File: config.mk
export PLATFORM = sky130hd
export DESIGN_NAME = pfg_gate
export DESIGN_NICKNAME = d
export VERILOG_FILES = /design/src/rtl/pfg_pkg.sv /design/src/rtl/pfg_recovery.sv /design/src/rtl/pfg_batt_flag.sv /design/src/rtl/pfg_gate.sv
export SDC_FILE = /design/constraint.sdc
export NUM_CORES = 1
export LEC_CHECK = 0
export CAP_MARGIN = 40
export CORE_UTILIZATION = 35
export CTS_BUF_LIST = sky130_fd_sc_hd__clkbuf_2
export CTS_CLUSTER_DIAMETER = 30
export DETAILED_ROUTE_END_ITERATION = 6
export GPL_TIMING_DRIVEN = 0
export SLEW_MARGIN = 20
export SYNTH_ARGS = -nofsm -noshare
export SYNTH_HDL_FRONTEND = slang
export SYNTH_HIERARCHICAL = 1
export SYNTH_SLANG_ARGS = --single-unit
File: constraint.sdc
create_clock -name clk -period 1.8 [get_ports clk]
set_input_delay 0.54 -clock clk [delete_from_list [all_inputs] [get_ports clk]]
set_output_delay 0.54 -clock clk [all_outputs]
set_load 0.01 [all_outputs]
File: src/rtl/pfg_pkg.sv
package pfg_pkg;

  typedef enum logic [1:0] {
    PW_OFF = 2'd0,
    PW_REC = 2'd1,
    PW_RUN = 2'd2
  } pw_state_e;

  // recovery finishes when the count reaches limit-1 (count starts at 0)
  function automatic logic rec_expired(input logic [31:0] cnt,
                                       input logic [31:0] limit);
    return (cnt + 32'd1) >= limit;
  endfunction

  // gate open only in run state with both supply flags clear
  function automatic logic gate_open(input pw_state_e st,
                                     input logic pf, input logic so);
    return (st == PW_RUN) && !pf && !so;
  endfunction

endpackage

File: src/rtl/pfg_recovery.sv
module pfg_recovery
  import pfg_pkg::*;
#(
  parameter int T_REC = 16
) (
  input  logic      clk,
  input  logic      rst_n,
  input  logic      pf_low,
  output pw_state_e state,
  output logic      leave_off,
  output logic      run_st
);
  localparam int CNT_W = (T_REC < 2) ? 1 : $clog2(T_REC + 1);

  logic [CNT_W-1:0] cnt;

  assign leave_off = (state == PW_OFF) && !pf_low;
  assign run_st    = (state == PW_RUN);

  always_ff @(posedge clk) begin
    if (!rst_n) begin
      state <= PW_OFF;
      cnt   <= '0;
    end else if (pf_low) begin
      state <= PW_OFF;
      cnt   <= '0;
    end else begin
      unique case (state)
        PW_OFF: begin
          state <= PW_REC;
          cnt   <= '0;
        end
        PW_REC: begin
          if (rec_expired(32'(cnt), 32'(T_REC))) state <= PW_RUN;
          else cnt <= cnt + 1'b1;
        end
        default: state <= PW_RUN;
      endcase
    end
  end

endmodule

File: src/rtl/pfg_batt_flag.sv
module pfg_batt_flag (
  input  logic clk,
  input  logic rst_n,
  input  logic leave_off,
  input  logic open,
  input  logic wr_req,
  input  logic batt_low,
  output logic flag,
  output logic blk_done
);
  logic pend;

  assign blk_done = pend && !wr_req && open;

  always_ff @(posedge clk) begin
    if (!rst_n) begin
      flag <= 1'b0;
      pend <= 1'b0;
    end else if (leave_off) begin
      flag <= batt_low;
      pend <= 1'b0;
    end else if (!open) begin
      pend <= 1'b0;
    end else if (blk_done) begin
      flag <= 1'b0;
      pend <= 1'b0;
    end else if (flag && wr_req) begin
      pend <= 1'b1;
    end
  end

endmodule

File: src/rtl/pfg_gate.sv
module pfg_gate
  import pfg_pkg::*;
#(
  parameter int T_REC = 16
) (
  input  logic clk,
  input  logic rst_n,
  input  logic pf_low,
  input  logic so_low,
  input  logic batt_low,
  input  logic ce_req,
  input  logic we_req,
  output logic ce_q,
  output logic we_q,
  output logic oe_ok,
  output logic batt_bad,
  output logic backup_mode
);
  pw_state_e state;
  logic      leave_off;
  logic      run_st;
  logic      open;
  logic      wr_req;
  logic      blk_done;

  pfg_recovery #(.T_REC(T_REC)) u_rec (
    .clk      (clk),
    .rst_n    (rst_n),
    .pf_low   (pf_low),
    .state    (state),
    .leave_off(leave_off),
    .run_st   (run_st)
  );

  assign open   = gate_open(state, pf_low, so_low);
  assign wr_req = ce_req && we_req && open;

  pfg_batt_flag u_flag (
    .clk      (clk),
    .rst_n    (rst_n),
    .leave_off(leave_off),
    .open     (open),
    .wr_req   (wr_req),
    .batt_low (batt_low),
    .flag     (batt_bad),
    .blk_done (blk_done)
  );

  assign ce_q        = ce_req && open;
  assign we_q        = wr_req && !batt_bad;
  assign oe_ok       = ce_req && !we_req && open;
  assign backup_mode = so_low;

endmodule

==> results.json <==
{
  "die_x_um": 38.7,
  "dp_slack_ns": -1.07,
  "drtIter0Drc": 7,
  "gr-total-overflow": 0,
  "vias": 427,
  "root_buffer": "clkbuf_2",
  "end_kind": "output pin",
  "worst-path-max-fanout": 4,
  "finalCritPeriodShare_pct": 115,
  "power_density_nw_per_um2": 590,
  "port_buffers": 11,
  "crit_required_ns": 1.26,
  "fmax_mhz": 483,
  "route.detailed.drc": 0,
  "skew_ns": 0.0125,
  "gp_congestion": 0.623,
  "drt-total-wl_um": 968,
  "cts_tree": "built",
  "clk_path_buf_depth": 2,
  "p_leak_nw": 0.265,
  "syn_area_sq_um": 472,
  "clock-sinks": 9,
  "fin_nets": 74,
  "vdd_drop_max_v": 0.000343,
  "cts_htree_levels": 1,
  "antenna_left": 0,
  "rows": 12,
  "grt_max_degree": 7,
  "rsz0062_at_grt": "true",
  "fin_cells": 79,
  "antenna_found_initial": 0,
  "track_usage_pct": 15.4,
  "violations": "setup timing",
  "io_pins": 12,
  "syn_area_per_cell_sq_um": 9.83,
  "synth_warnings": 6,
  "grt_pass1_vias": 374,
  "worst_ep_arrival_time_ns": 1.53,
  "status": "complete, but fails checks",
  "synth_nets": 56,
  "hpwlAfterDp_um": 668,
  "hp-class": "flip-flop to flip-flop",
  "holdBufCountCts": 0,
  "drv_cap": 0,
  "setup_violations": 3,
  "dieHeight_um": 38.7,
  "final.setup.worst_slack_ns": -0.272,
  "start_util_pct": 40.3,
  "grt_pass1_wl_um": 1520,
  "dp.cells": 73,
  "core_sq_um": 1170,
  "n_antenna_cell": 0,
  "hold_viol_final": 0,
  "worst_pin_slew_ns": 0.315,
  "numCtsBuffers": 3,
  "slew_viol_final": 0,
  "slew_headroom_pct": 79.0,
  "clk_pin_slew_ns": 0.08,
  "clkLatencyLatePin_ns": 0.25,
  "worstSetupPathType": "primary input to output pin",
  "firstDrtPassIters": 4,
  "fin_crit_ns": 2.07,
  "syn_inst": 48,
  "die_area_sq_um": 1500,
  "wire_per_inst_um": 12.3,
  "drive_gt1_share_pct": 40.0,
  "via_per_inst": 5.41,
  "crit_path_start_kind": "primary input",
  "area_growth_pct": 34.7
}
final cells by class:
class | count | area [sq um]
fill | 123 | 536
timing repair buffer | 13 | 123
clock buffer | 4 | 20.0
multi-input combinational | 37 | 283
inverter | 1 | 3.75
buffer | 1 | 7.51
tap | 14 | 17.5
sequential | 9 | 181
registers in the layout (all words and copies together), names as in the netlist:
signal	count
u_flag/pend	1
u_flag/flag	1
u_rec/state	2
u_rec/cnt	5
path summary, 6_finish.rpt:
kind	start	end	slack [ns]	depth (start not counted)
min	u_flag/pend$_SDFFE_PP0P_	u_flag/pend$_SDFFE_PP0P_	0.47	2
min reg2reg	u_flag/pend$_SDFFE_PP0P_	u_flag/pend$_SDFFE_PP0P_	0.47	2
max reg2reg	u_rec/cnt[0]$_SDFFE_PP0P_	u_rec/cnt[2]$_SDFFE_PP0P_	0.10	5
max	pf_low	oe_ok	-0.27	4
per-stage QoR:
stage	util (%)	setup TNS, ns	hold slack, ns	cell area (sq um)	power [mW]
2_1_floorplan	-	-0.197	0.428	474	0.223
3_3_place_gp	51.4	-4.20	0.450	602	0.247
3_5_place_dp	51.4	-4.25	0.464	602	0.247
4_1_cts	53.3	-0.708	0.480	624	0.382
5_1_grt	54.3	-0.815	0.517	636	0.392
6_report	54.3	-0.730	0.472	636	0.375
report_power, final:
part           internal, mW  switching, mW
combinational        0.0240         0.0135
sequential            0.202        0.00379
clock                0.0590         0.0724
total                 0.285         0.0897
layout by cell type, fill, tap and decap left out:
master           instances
o21a_4                   1
a21oi_1                  1
nor4_1                   1
nand3_1                  3
nor3_2                   1
and3b_1                  1
o21ai_2                  1
or4b_4                   1
clkbuf_2                 4
and2_4                   1
dfxtp_1                  8
and2b_1                  1
buf_6                    2
a41oi_2                  1
buf_2                    2
nor3_1                   2
nor2_1                   6
nand2_1                  3
ha_1                     1
mux2_2                   1
a31oi_1                  1
a221o_1                  1
a21boi_2                 1
clkdlybuf4s50_1          6
nor3b_1                  1
and2_2                   1
dfxtp_2                  1
nand4b_1                 1
nor4b_1                  1
a211o_2                  1
a22o_2                   1
inv_2                    1
buf_8                    1
buf_4                    3
nor3b_2                  1
nand3b_1                 1
worst max-delay path: stages:
cell and delay, ns:
buf_8 0.10, or4b_4 0.57, nor3b_2 0.17, buf_2 0.15
metal layers:
metal | GRT usage [%] | vias up | wire length, um
met5 | 0 | - | 0
met4 | 15.5 | 0 | 11
met3 | 2.31 | 2 | 49
met2 | 23.8 | 10 | 483
met1 | 17.3 | 200 | 424
li1 | - | 215 | -
what timing repair did:
action                                  CTS  global route
endpoints found under the setup margin    5             3
setup buffers                             1             1
pin swaps                                 3             2
resized for setup                        25             1
No activity file was read; power rests on OpenSTA's default activity.
